`config.mk`:
```
export PLATFORM = sky130hd
export DESIGN_NAME = one_shot_timer
export DESIGN_NICKNAME = d
export VERILOG_FILES = /design/src/rtl/one_shot_timer_pkg.sv /design/src/rtl/one_shot_timer_dpath.sv /design/src/rtl/one_shot_timer_ctrl.sv /design/src/rtl/one_shot_timer.sv
export SDC_FILE = /design/constraint.sdc
export NUM_CORES = 1
export LEC_CHECK = 0
export BUFFER_PORTS_ARGS = -buffer_cell sky130_fd_sc_hd__buf_2
export CAP_MARGIN = 20
export CORE_UTILIZATION = 45
export DETAILED_ROUTE_END_ITERATION = 8
export SYNTH_ARGS = -nofsm -noshare
export SYNTH_HDL_FRONTEND = slang
export SYNTH_HIERARCHICAL = 1
export SYNTH_SLANG_ARGS = --single-unit
export TNS_END_PERCENT = 100
```
`constraint.sdc`:
```
create_clock -name clk -period 3.7 [get_ports clk]
set_input_delay 0.74 -clock clk [delete_from_list [all_inputs] [get_ports clk]]
set_output_delay 0.74 -clock clk [all_outputs]
set_load 0.05 [all_outputs]
```
`src/rtl/one_shot_timer_pkg.sv`:
```
package one_shot_timer_pkg;
  localparam int ADDR_W = 3;
  localparam int DATA_W = 8;

  localparam logic [ADDR_W-1:0] ADDR_TERM = 3'd0;
  localparam logic [ADDR_W-1:0] ADDR_BASE = 3'd1;
  localparam logic [ADDR_W-1:0] ADDR_RUN  = 3'd2;
  localparam logic [ADDR_W-1:0] ADDR_MASK = 3'd3;
  localparam logic [ADDR_W-1:0] ADDR_FLAG = 3'd4;
  localparam logic [ADDR_W-1:0] ADDR_CNT  = 3'd5;

  // Strobes from control to datapath
  typedef struct packed {
    logic run;      // counting enabled
    logic restart;  // run-bit write this cycle: clear counter and prescaler
  } dpStrobe_t;
endpackage

```
`src/rtl/one_shot_timer_dpath.sv`:
```
module one_shot_timer_dpath
  import one_shot_timer_pkg::*;
#(
  parameter int CNT_W    = 8,
  parameter int FAST_DIV = 32,
  parameter int SEC_DIV  = 1024,
  parameter int MIN_DIV  = 60
) (
  input  logic             clk,
  input  logic             rst_n,
  input  dpStrobe_t        strobe,
  input  logic [1:0]       timeBase,
  input  logic [CNT_W-1:0] termVal,
  output logic [CNT_W-1:0] countVal,
  output logic             hit
);
  localparam int STAGES = 3;

  function automatic int stageDiv(int idx);
    case (idx)
      0:       return FAST_DIV;
      1:       return SEC_DIV;
      default: return MIN_DIV;
    endcase
  endfunction

  // tickVec[k] is the tick for time base code k
  logic [STAGES:0] tickVec;
  logic            clearAll;
  logic            tickSel;

  assign tickVec[0] = strobe.run;

  genvar g;
  generate
    for (g = 0; g < STAGES; g++) begin : gStage
      localparam int DIV = stageDiv(g);
      localparam int PW  = (DIV > 1) ? $clog2(DIV) : 1;
      logic [PW-1:0] phase;
      logic          wrap;
      assign wrap = (phase == PW'(DIV - 1));
      always_ff @(posedge clk) begin
        if (!rst_n || clearAll) phase <= '0;
        else if (tickVec[g])   phase <= wrap ? '0 : phase + PW'(1);
      end
      assign tickVec[g+1] = tickVec[g] & wrap;
    end
  endgenerate

  assign tickSel  = tickVec[timeBase];
  assign hit      = tickSel && (countVal == termVal) && !strobe.restart;
  assign clearAll = strobe.restart | hit;

  always_ff @(posedge clk) begin
    if (!rst_n || clearAll) countVal <= '0;
    else if (tickSel)       countVal <= countVal + CNT_W'(1);
  end


  // count_step_chk
  count_step_chk: assert property (@(posedge clk) disable iff (!rst_n)
    !clearAll |=> (countVal == $past(countVal) || countVal == $past(countVal) + CNT_W'(1)));


  // count_clear_chk
  count_clear_chk: assert property (@(posedge clk) disable iff (!rst_n)
    clearAll |=> (countVal == '0));


  // idle_hold_chk
  idle_hold_chk: assert property (@(posedge clk) disable iff (!rst_n)
    (!strobe.run && !strobe.restart) |=> $stable(countVal));
endmodule

```
`src/rtl/one_shot_timer_ctrl.sv`:
```
module one_shot_timer_ctrl
  import one_shot_timer_pkg::*;
#(
  parameter int CNT_W = 8
) (
  input  logic              clk,
  input  logic              rst_n,
  input  logic              wrEn,
  input  logic [ADDR_W-1:0] addr,
  input  logic [DATA_W-1:0] wrData,
  input  logic              hit,
  input  logic [CNT_W-1:0]  countVal,
  output dpStrobe_t         strobe,
  output logic [1:0]        timeBase,
  output logic [CNT_W-1:0]  termVal,
  output logic [DATA_W-1:0] rdData,
  output logic              irq
);
  logic runReg, maskReg, flagReg;
  logic runWr, flagClr;

  assign runWr   = wrEn && (addr == ADDR_RUN);
  assign flagClr = wrEn && (addr == ADDR_FLAG) && wrData[0];

  always_ff @(posedge clk) begin
    if (!rst_n) begin
      termVal  <= '0;
      timeBase <= '0;
      maskReg  <= 1'b0;
    end else if (wrEn) begin
      if (addr == ADDR_TERM) termVal  <= wrData[CNT_W-1:0];
      if (addr == ADDR_BASE) timeBase <= wrData[1:0];
      if (addr == ADDR_MASK) maskReg  <= wrData[0];
    end
  end

  always_ff @(posedge clk) begin
    if (!rst_n)     runReg <= 1'b0;
    else if (runWr) runReg <= wrData[0];
    else if (hit)   runReg <= 1'b0;
  end

  always_ff @(posedge clk) begin
    if (!rst_n)       flagReg <= 1'b0;
    else if (hit)     flagReg <= 1'b1;
    else if (flagClr) flagReg <= 1'b0;
  end

  assign strobe.run     = runReg;
  assign strobe.restart = runWr;
  assign irq            = flagReg & maskReg;

  always_comb begin
    rdData = '0;
    case (addr)
      ADDR_TERM: rdData[CNT_W-1:0] = termVal;
      ADDR_BASE: rdData[1:0]       = timeBase;
      ADDR_RUN:  rdData[0]         = runReg;
      ADDR_MASK: rdData[0]         = maskReg;
      ADDR_FLAG: rdData[0]         = flagReg;
      ADDR_CNT:  rdData[CNT_W-1:0] = countVal;
      default:   rdData            = '0;
    endcase
  end


  // timeout_selfclear_chk
  timeout_selfclear_chk: assert property (@(posedge clk) disable iff (!rst_n)
    hit |=> (!runReg && flagReg));


  // flag_sticky_chk
  flag_sticky_chk: assert property (@(posedge clk) disable iff (!rst_n)
    (flagReg && !flagClr) |=> flagReg);


  // hit_when_running_chk
  hit_when_running_chk: assert property (@(posedge clk) disable iff (!rst_n)
    hit |-> runReg);
endmodule

```
`src/rtl/one_shot_timer.sv`:
```
module one_shot_timer
  import one_shot_timer_pkg::*;
#(
  parameter int CNT_W    = 8,
  parameter int FAST_DIV = 32,
  parameter int SEC_DIV  = 1024,
  parameter int MIN_DIV  = 60
) (
  input  logic              clk,
  input  logic              rst_n,
  input  logic              wrEn,
  input  logic [ADDR_W-1:0] addr,
  input  logic [DATA_W-1:0] wrData,
  output logic [DATA_W-1:0] rdData,
  output logic              irq
);
  dpStrobe_t        strobe;
  logic [1:0]       timeBase;
  logic [CNT_W-1:0] termVal;
  logic [CNT_W-1:0] countVal;
  logic             hit;

  one_shot_timer_ctrl #(.CNT_W(CNT_W)) uCtrl (
    .clk(clk), .rst_n(rst_n), .wrEn(wrEn), .addr(addr), .wrData(wrData),
    .hit(hit), .countVal(countVal), .strobe(strobe), .timeBase(timeBase),
    .termVal(termVal), .rdData(rdData), .irq(irq)
  );

  one_shot_timer_dpath #(
    .CNT_W(CNT_W), .FAST_DIV(FAST_DIV), .SEC_DIV(SEC_DIV), .MIN_DIV(MIN_DIV)
  ) uDpath (
    .clk(clk), .rst_n(rst_n), .strobe(strobe), .timeBase(timeBase),
    .termVal(termVal), .countVal(countVal), .hit(hit)
  );
endmodule

```
==> qor.csv, run 1 <==
stage;metric;value;unit
synth;yosysWarnings;6;
worst_setup_path;reg2reg_depth;8;
sta;grt_setup_unrepaired;false;
global_route;grt_start_max_net_pins;19;
worst_setup_path;r2r_start;uDpath/gStage[0].phase[0];
clocking;cts_max_path_buffers;2;
sta;setup_viol;0;
global_route;antenna_found_initial;0;
power;power.density;323;nW/µm²
worst_setup_path;required;3850;ps
finish;syn2layout_area_growth;8.55;%
worst_setup_path;crit_fanout;15;
clocking;clkSlewWorstSetupHoldPaths;80;ps
detailed_routing;wl_per_cell;12.8;µm
worst_setup_path;r2r_setup_slack;900;ps
detailed_routing;ant_nets;0;
die;initial_core_util;47.7;%
global_route;grt_pass1_wl;7930;µm
detailed_routing;drt_first_pass_iters;4;
clocking;h-tree-depth;2;
die;die_h;73.2;µm
die;ios;23;
synth;synthCells;271;
detailed_routing;drt_iter0_drc;100;
worst_setup_path;endpoint_kind;register;
worst_setup_path;path_cells;ha_1, and3_1, ha_1, and4_4, nand4_4, a221o_1, o21ai_2, nor3_1;
synth;synth_seq_cells;42;
power;p_leak;0.952;nW
finish;fin_nets;307;
clocking;clock-sinks;42;
worst_setup_path;critPathLaunch;uDpath/gStage[0].phase[0];
finish;fillers;482;
clocking;cts_hold_buf;0;
sta;tightest_slew;685;ps
sta;fin_tns_setup;0;ps
synth;ys_types;50;
placed_design;dp_hpwl;3240;µm
clocking;cts_tree;yes;
die;die_w;73.2;µm
status;outcome;complete, no violations;
sta;maxSlewHeadroom;54.3;%
detailed_routing;drt_wl_total;4540;µm
finish;drive_gt1_share;14.9;%
worst_setup_path;cp_slowest_cell;o21ai_2;
finish;regArea;841;µm²
die;num_rows;25;
worst_setup_path;critPathArrivalTime;2950;ps
placed_design;gp_congestion;0.743;
worst_setup_path;path_buf_inv;0;
clocking;cts.repair.resized;0;
job;cap_violations;0;
sta;clock_skew;5.58;ps
synth;ys_seq_area_share;36.8;%
detailed_routing;vias;1854;
min_path;hold_class;reg2reg;
detailed_routing;viasPerCell;5.22;
finish;diodes;0;
worst_setup_path;critPathTopFamily;compound AO/OA/AOI/OAI gates;
worst_setup_path;crit_type;reg2reg;
clocking;clkLatencyLatePin;280;ps
placed_design;io_buffers;22;
sta;slew_violations;0;
global_route;grt-busiest-layer;met2;
power;peakVddDrop;0.239;mV
global_route;track_usage;19.0;%
worst_setup_path;critical-path-max-stage-delay;640;ps
synth;netlist_area;2280;µm²
global_route;grtUsageMet3;3.87;%
worst_setup_path;critical_path.most_common_cell;ha_1;
worst_setup_path;rr_endpoint;uDpath/gStage[2].phase[4];
worst_setup_path;crit_end;uDpath/gStage[2].phase[4];
clocking;cts_root_buf;clkbuf_8;
die;core-area;4790;µm²
global_route;use_met2;28.1;%
sta;whs;482;ps
global_route;met1_usage;27.2;%
sta;fmax;357;MHz
global_route;grt-ovfl-total;0;
die;dieArea;5360;µm²
global_route;grt_pass1_vias;1737;
worst_setup_path;crit_cells;8;
finish;multi_input_area;1350;µm²
worst_setup_path;crit_path_start_kind;register;
min_path;holdCritStartpoint;uDpath/gStage[2].phase[1];
clocking;cts_buffers;5;
sta;period_share;75.7;%
sta;min_period;2800;ps
synth;synth.avg_cell_area;8.42;µm²
clocking;post_cts_buffers;0;
sta;finalHoldViolations;0;
detailed_routing;remaining_drc_errors;0;
synth;syn_nets;290;
[worst min-delay path, stage by stage (launching register included)]
cell and delay, ps:
dfxtp_1 330, nand2_1 60, a21oi_1 50
[worst min-delay path by stage]
stage / endpoint / cells past startpoint
2_1_floorplan: uCtrl/maskReg / 2
3_3_place_gp: uDpath/gStage[2].phase[0] / 2
3_5_place_dp: uDpath/gStage[2].phase[1] / 2
4_1_cts: uDpath/gStage[2].phase[1] / 2
5_1_grt: uCtrl/termVal[3] / 2
6_report: uDpath/gStage[2].phase[1] / 2
[routing by layer]
layer  up-vias  routed length [µm]
li1        993                   -
met1       831                2500
met2        28                1860
met3         2                 150
met4         0                  28
met5         -                   0
[cells in the mapped netlist, drive strengths merged]
cell / n / area (µm²)
a21boi: 8 / 60.1
a22oi: 6 / 45.0
and2: 5 / 32.5
buf: 9 / 67.6
nand2: 44 / 165
mux4: 1 / 22.5
mux2: 1 / 11.3
a221o: 1 / 10.0
nor3: 5 / 25.0
nand4b: 1 / 8.76
ha: 5 / 62.6
nor4: 2 / 12.5
nor4b: 1 / 23.8
and4: 2 / 20.0
or4b: 1 / 10.0
xor2: 16 / 140
a211oi: 1 / 7.51
o22ai: 5 / 31.3
a21oi: 17 / 85.1
a41oi: 1 / 8.76
o311ai: 1 / 8.76
or2: 4 / 25.0
o41ai: 1 / 8.76
nand4: 4 / 40.0
or4: 2 / 15.0
inv: 2 / 7.51
o21ai: 5 / 28.8
o31ai: 1 / 7.51
xnor2: 2 / 17.5
nand3b: 2 / 15.0
nand2b: 3 / 26.3
nor2b: 3 / 18.8
and4bb: 2 / 25.0
o211ai: 3 / 27.5
nor2: 28 / 105
dfxtp: 42 / 841
nand3: 10 / 50.1
or3: 8 / 50.1
and3: 5 / 31.3
or3b: 1 / 8.76
clkbuf: 4 / 15.0
mux2i: 6 / 60.1
[state kept, by name (all words and copies together) (netlist names)]
name / cells
uCtrl/runReg: 1
uDpath/countVal: 8
uCtrl/termVal: 8
uDpath/gStage.phase: 21
uCtrl/maskReg: 1
uCtrl/timeBase: 2
uCtrl/flagReg: 1
[cells in the final DEF, fill, tap and decap left out, types with 3 or more instances in the layout]
master / count
or2_2: 4
clkbuf_8: 5
xor2_1: 16
o21ai_0: 4
ha_1: 5
and3_1: 5
dfxtp_1: 42
nand3_1: 10
a21boi_1: 8
a21oi_1: 17
nand2_1: 44
a22oi_1: 6
o22ai_1: 5
mux2i_1: 6
or3_1: 8
nor3_1: 5
nand4_1: 3
nor2_1: 28
nor2b_1: 3
and2_1: 4
buf_2: 22
[stage by stage]
step / cell area, µm² / setup slack [ps] / total power, W / instances / utilization, %
2_1_floorplan: 2280 / 907 / 0.000518 / 271 / -
3_3_place_gp: 2400 / 958 / 0.000534 / 348 / 50.2
3_5_place_dp: 2400 / 902 / 0.000534 / 348 / 50.2
4_1_cts: 2480 / 901 / 0.000813 / 355 / 51.8
5_1_grt: 2480 / 681 / 0.000832 / 355 / 51.8
6_report: 2480 / 898 / 0.000800 / 355 / 51.8
[logic make-up (layout without fill, tap and decap cells)]
logic type / Yosys count / count (layout) / synth area share [%]
mux: 8 / 8 / 4.11
buf+inv: 15 / 32 / 3.95
xor+xnor: 18 / 18 / 6.91
flops: 42 / 42 / 36.8
compound gates: 50 / 50 / 14.4
fa+ha+maj: 5 / 5 / 2.74
simple gates: 133 / 133 / 31.0
[power breakdown]
group	total [W]	internal [W]	leakage [nW]	switching [W]
logic	0.0000651	0.0000223	0.575	0.0000428
clock network	0.000275	0.000130	0.0383	0.000145
registers	0.000460	0.000455	0.339	0.00000420
total	0.000800	0.000608	0.952	0.000192
[final cells by class]
| cell class | count | share of cell area (%) |
|---|---|---|
| multi-input combinational | 214 | 54.5 |
| sequential | 42 | 33.9 |
| timing repair buffer | 23 | 4.75 |
| tap | 67 | 3.38 |
| clock buffer | 7 | 3.08 |
| inverter | 2 | 0.303 |
(Power assumes the default switching activity.)
==> run 2: changes to the inputs <==
- clock period: 3.7 -> 2.9 ns (I/O delays scaled with it)
==> qor.csv, run 2 (synthesized netlist as in run 1, its figures left out) <==
stage;metric;value;unit;change
status;outcome;complete, no violations;;
power;peakVddDrop;0.274;mV;+15%
die;die_h;73.2;µm;unchanged
finish;diodes;0;;unchanged
worst_setup_path;required;3070;ps;-780 ps
global_route;grt_start_max_net_pins;19;;unchanged
job;cap_violations;0;;unchanged
worst_setup_path;cp_slowest_cell;a221o_1;;
detailed_routing;ant_nets;0;;unchanged
finish;largest-register;uDpath/gStage.phase;;
worst_setup_path;critPathArrivalTime;2780;ps;-170 ps
clocking;cts_tree;yes;;
global_route;antenna_found_initial;0;;unchanged
finish;final_core_util;52.2;%;+0.47 points
finish;final_cell_mix;nand2_1 (44), dfxtp_1 (42), nor2_1 (28), buf_2 (22), a21oi_1 (17);;
global_route;grt_pass1_wl;8000;µm;+0.87%
global_route;grt-ovfl-total;0;;unchanged
worst_setup_path;critical-path-max-stage-delay;570;ps;-70 ps
worst_setup_path;reg2reg_depth;9;;+1
global_route;grt_pass1_vias;1746;;+0.52%
clocking;cts_buffers;5;;unchanged
sta;slew_violations;0;;unchanged
die;ios;23;;unchanged
die;core-area;4790;µm²;unchanged
clocking;cts_max_path_buffers;2;;unchanged
die;num_rows;25;;unchanged
finish;fin_nets;308;;+0.33%
worst_setup_path;crit_cells;9;;+1
sta;finalHoldViolations;0;;unchanged
clocking;post_cts_buffers;0;;unchanged
clocking;clkLatencyLatePin;290;ps;about the same
worst_setup_path;rr_endpoint;uCtrl/runReg;;
finish;largest_reg_flops;21;;unchanged
sta;setup_viol;0;;unchanged
detailed_routing;drt_wl_total;4480;µm;-1.3%
power;p_leak;0.967;nW;+1.5%
worst_setup_path;crit_fanout;14;;-1
detailed_routing;wl_per_cell;12.5;µm;-1.8%
die;dieArea;5360;µm²;unchanged
detailed_routing;viasPerCell;5.34;;+2.2%
worst_setup_path;crit_path_start_kind;register;;
detailed_routing;remaining_drc_errors;0;;unchanged
worst_setup_path;critPathTopFamily;simple AND/OR/NAND/NOR gates;;
finish;final_common_cell;nand2_1;;
placed_design;gp_congestion;0.816;;+9.9%
finish;drive_gt1_share;15.9;%;+0.93 points
worst_setup_path;r2r_start;uDpath/gStage[0].phase[0];;
clocking;h-tree-depth;2;;unchanged
clocking;clkSlewWorstSetupHoldPaths;70;ps;about the same
worst_setup_path;r2r_setup_slack;300;ps;-600 ps
worst_setup_path;critical_path.most_common_cell;ha_1;;
die;die_w;73.2;µm;unchanged
worst_setup_path;path_cells;ha_1, and3_1, ha_1, and4_4, nand4_4, a221o_1, nor3_1, nand3b_1, o21ai_0;;
finish;fillers;478;;-0.83%
sta;period_share;89.8;%;+14 points
sta;tightest_slew;488;ps;-197 ps
detailed_routing;drt_iter0_drc;107;;+7.0%
worst_setup_path;crit_end;uCtrl/runReg;;
min_path;hold_class;reg2reg;;
detailed_routing;drt_first_pass_iters;4;;unchanged
power;power.density;421;nW/µm²;+30%
clocking;cts_hold_buf;0;;unchanged
sta;fin_tns_setup;0;ps;unchanged
sta;maxSlewHeadroom;67.5;%;+13 points
clocking;cts_root_buf;clkbuf_8;;
global_route;track_usage;19.1;%;+0.16 points
finish;reg_top3;uDpath/gStage.phase x21, uCtrl/termVal x8, uDpath/countVal x8;;
worst_setup_path;path_buf_inv;0;;unchanged
sta;fmax;384;MHz;+7.7%
clocking;cts.repair.resized;0;;unchanged
worst_setup_path;critPathLaunch;uDpath/gStage[0].phase[0];;
placed_design;io_buffers;22;;unchanged
clocking;clock-sinks;42;;unchanged
die;initial_core_util;47.7;%;unchanged
worst_setup_path;crit_type;reg2reg;;
sta;grt_setup_unrepaired;false;;
placed_design;dp_hpwl;3260;µm;+0.57%
detailed_routing;vias;1906;;+2.8%
finish;syn2layout_area_growth;9.54;%;
sta;clock_skew;5.23;ps;-0.349 ps
sta;min_period;2600;ps;-199 ps
worst_setup_path;endpoint_kind;register;;
## run 2: stage by stage
step / setup WS (ps) / power (W) / instances / hold slack (ps) / area, µm²
final: 297 / 0.00105 / 357 / 491 / 2500
after global routing: 107 / 0.00111 / 357 / 512 / 2500
after CTS: 306 / 0.00107 / 357 / 489 / 2500
after detailed placement: 317 / 0.000683 / 349 / 477 / 2410
after global placement: 376 / 0.000683 / 349 / 475 / 2410
after floorplan: 427 / 0.000661 / 271 / 453 / 2280
## run 2: cell type report
| cell class | count | area [µm²] | share of cell area [%] |
|---|---|---|---|
| Clock inverter | 1 | 5.00 | 0.200 |
| Inverter | 2 | 7.51 | 0.300 |
| Sequential cell | 42 | 841 | 33.6 |
| Multi-Input combinational cell | 214 | 1350 | 54.1 |
| Tap cell | 67 | 83.8 | 3.35 |
| Timing Repair Buffer | 24 | 125 | 5.01 |
| Clock buffer | 7 | 86.3 | 3.45 |
## run 2: worst min-delay path, delay by kind of cell (launching register included)
kind            cells  cell delay (ps)
compound gates      1               50
simple gates        1               60
flops               1              330
## run 2: per-layer routing
metal,routed length (µm),track usage (%),part of all wire [%],vias up
met1,2380,27.9,53,881
met2,1900,28.2,42,27
met3,145,4.14,3.2,5
met4,47,5.23,1.0,0
li1,-,-,-,993
met5,0,0,0,-
## run 2: power by group
part	internal [W]	total [W]	leakage (nW)	switching, W
registers	0.000581	0.000586	0.339	0.00000533
clock network	0.000192	0.000382	0.0482	0.000190
logic	0.0000298	0.0000835	0.580	0.0000537
## run 2: worst min path at each step
stage	startpoint	end	slack, ps	depth (start not counted)
after global routing	uCtrl/termVal[7]	uCtrl/termVal[7]	510	2
after detailed placement	uDpath/gStage[2].phase[1]	uDpath/gStage[2].phase[1]	480	2
final	uDpath/gStage[2].phase[1]	uDpath/gStage[2].phase[1]	490	2
after CTS	uDpath/gStage[2].phase[1]	uDpath/gStage[2].phase[1]	490	2
after floorplan	uCtrl/maskReg	uCtrl/maskReg	450	2
after global placement	uDpath/gStage[1].phase[9]	uDpath/gStage[1].phase[9]	470	2
==> run 3: changes to the inputs <==
- CORE_UTILIZATION: 45 -> 58
- PLACE_DENSITY: not set -> 0.79
==> qor.csv, run 3 (synthesized netlist as in run 1, its figures left out) <==
stage;metric;value;unit;change
worst_setup_path;critical_path.most_common_cell;ha_1;;
clocking;post_cts_buffers;0;;unchanged
power;peakVddDrop;0.330;mV;+20%
worst_setup_path;critPathArrivalTime;2730;ps;-50 ps
finish;regArea;841;µm²;unchanged
clocking;cts.repair.resized;0;;unchanged
die;die_w;64.7;µm;-12%
worst_setup_path;crit_type;reg2reg;;
clocking;cts_tree;yes;;
worst_setup_path;required;3080;ps;about the same
finish;diodes;0;;unchanged
placed_design;dp_hpwl;3180;µm;-2.3%
clocking;clkLatencyLatePin;290;ps;about the same
sta;maxSlewHeadroom;67.2;%;-0.22 points
finish;largest_reg_flops;21;;unchanged
global_route;grt_pass1_vias;1776;;+1.7%
finish;syn2layout_area_growth;8.83;%;
global_route;grt_pass1_wl;7710;µm;-3.6%
worst_setup_path;crit_path_start_kind;register;;
clocking;cts_max_path_buffers;2;;unchanged
die;initial_core_util;61.4;%;+14 points
die;dieArea;4190;µm²;-22%
detailed_routing;viasPerCell;5.71;;+7.0%
detailed_routing;ant_nets;0;;unchanged
finish;fillers;309;;-35%
sta;period_share;88.0;%;-1.8 points
sta;whs;487;ps;-3.99 ps
sta;slew_violations;0;;unchanged
sta;min_period;2550;ps;-52.1 ps
die;die_h;64.7;µm;-12%
status;outcome;complete, no violations;;
clocking;h-tree-depth;2;;unchanged
placed_design;io_buffers;22;;unchanged
power;p_leak;0.972;nW;+0.56%
clocking;cts_root_buf;clkbuf_8;;
detailed_routing;remaining_drc_errors;0;;unchanged
min_path;hold_class;reg2reg;;
sta;fmax;392;MHz;+2.0%
detailed_routing;drt_first_pass_iters;4;;unchanged
worst_setup_path;critPathTopFamily;simple AND/OR/NAND/NOR gates;;
worst_setup_path;critical-path-max-stage-delay;580;ps;about the same
clocking;cts_buffers;5;;unchanged
clocking;cts_hold_buf;0;;unchanged
die;core-area;3720;µm²;-22%
finish;multi_input_area;1350;µm²;unchanged
placed_design;gp_congestion;0.788;;-3.5%
finish;largest-register;uDpath/gStage.phase;;
sta;grt_setup_unrepaired;false;;
finish;fin_nets;309;;+0.32%
worst_setup_path;crit_fanout;14;;unchanged
die;ios;23;;unchanged
worst_setup_path;path_buf_inv;0;;unchanged
detailed_routing;drt_iter0_drc;128;;+20%
detailed_routing;vias;1937;;+1.6%
global_route;antenna_found_initial;0;;unchanged
die;num_rows;22;;-12%
worst_setup_path;cp_slowest_cell;a221o_1;;
worst_setup_path;path_cells;ha_1, and3_1, ha_1, and4_4, nand4_4, a221o_1, nor3_1, nand3b_1, o21ai_0;;
finish;final_common_cell;nand2_1;;
sta;tightest_slew;491;ps;+3.28 ps
sta;setup_viol;0;;unchanged
worst_setup_path;endpoint_kind;register;;
sta;finalHoldViolations;0;;unchanged
global_route;track_usage;23.6;%;+4.5 points
clocking;clock-sinks;42;;unchanged
global_route;grt-ovfl-total;0;;unchanged
finish;drive_gt1_share;16.2;%;+0.29 points
global_route;grt_start_max_net_pins;19;;unchanged
detailed_routing;wl_per_cell;12.9;µm;+3.0%
finish;reg_top3;uDpath/gStage.phase x21, uCtrl/termVal x8, uDpath/countVal x8;;
detailed_routing;drt_wl_total;4380;µm;-2.2%
job;cap_violations;0;;unchanged
sta;clock_skew;8.58;ps;+3.34 ps
sta;fin_tns_setup;0;ps;unchanged
clocking;clkSlewWorstSetupHoldPaths;80;ps;about the same
finish;final_cell_mix;nand2_1 (44), dfxtp_1 (42), nor2_1 (28), buf_2 (22), a21oi_1 (17);;
power;power.density;426;nW/µm²;+1.3%
## run 3: cell count changes in the layout (fill, tap and decap cells not counted)
cell and change:
buf_4 +1
## run 3: per-stage QoR
step	area (µm²)	std cells	setup WS [ps]	total power (W)	util [%]
final	2480	339	349	0.00106	66.8
after global routing	2480	339	148	0.00110	66.8
after floorplan	2280	271	427	0.000661	-
after global placement	2390	331	440	0.000681	64.4
after CTS	2480	339	360	0.00106	66.8
after detailed placement	2390	331	378	0.000682	64.4
## run 3: final timing paths
kind	cells past startpoint	end	startpoint	slack, ps
worst min-delay path	2	uDpath/gStage[2].phase[1]	uDpath/gStage[2].phase[1]	490
worst max-delay path	9	uCtrl/runReg	uDpath/gStage[0].phase[0]	350
worst min register to register	2	uDpath/gStage[2].phase[1]	uDpath/gStage[2].phase[1]	490
worst max register to register	9	uCtrl/runReg	uDpath/gStage[0].phase[0]	350
## run 3: tightest hold or removal path: cells and delay by family (launching register included)
family | cells | cell delay (ps)
flops | 1 | 330
simple gates | 1 | 60
compound gates | 1 | 50
## run 3: final cells by class
type                    instances  area share (%)
well taps                      48            2.42
repair buffers                 25            5.34
multi-input cells             214            54.4
inverters                       2           0.302
clock inverters                 1           0.202
flip-flops and latches         42            33.9
clock buffers                   7            3.48
## run 3: per-layer routing
metal / GRT usage (%) / up-vias / part of all wire (%)
met5: 0 / - / 0
met4: 6.94 / 0 / 1.1
met3: 5.81 / 5 / 3.4
met2: 37.4 / 30 / 45
met1: 31.6 / 900 / 50
li1: - / 1002 / -
## run 3: power breakdown
group          internal [W]  leakage [nW]  switching, W
Sequential         0.000581         0.339    0.00000440
Clock              0.000192        0.0482      0.000196
Combinational     0.0000301         0.585     0.0000544
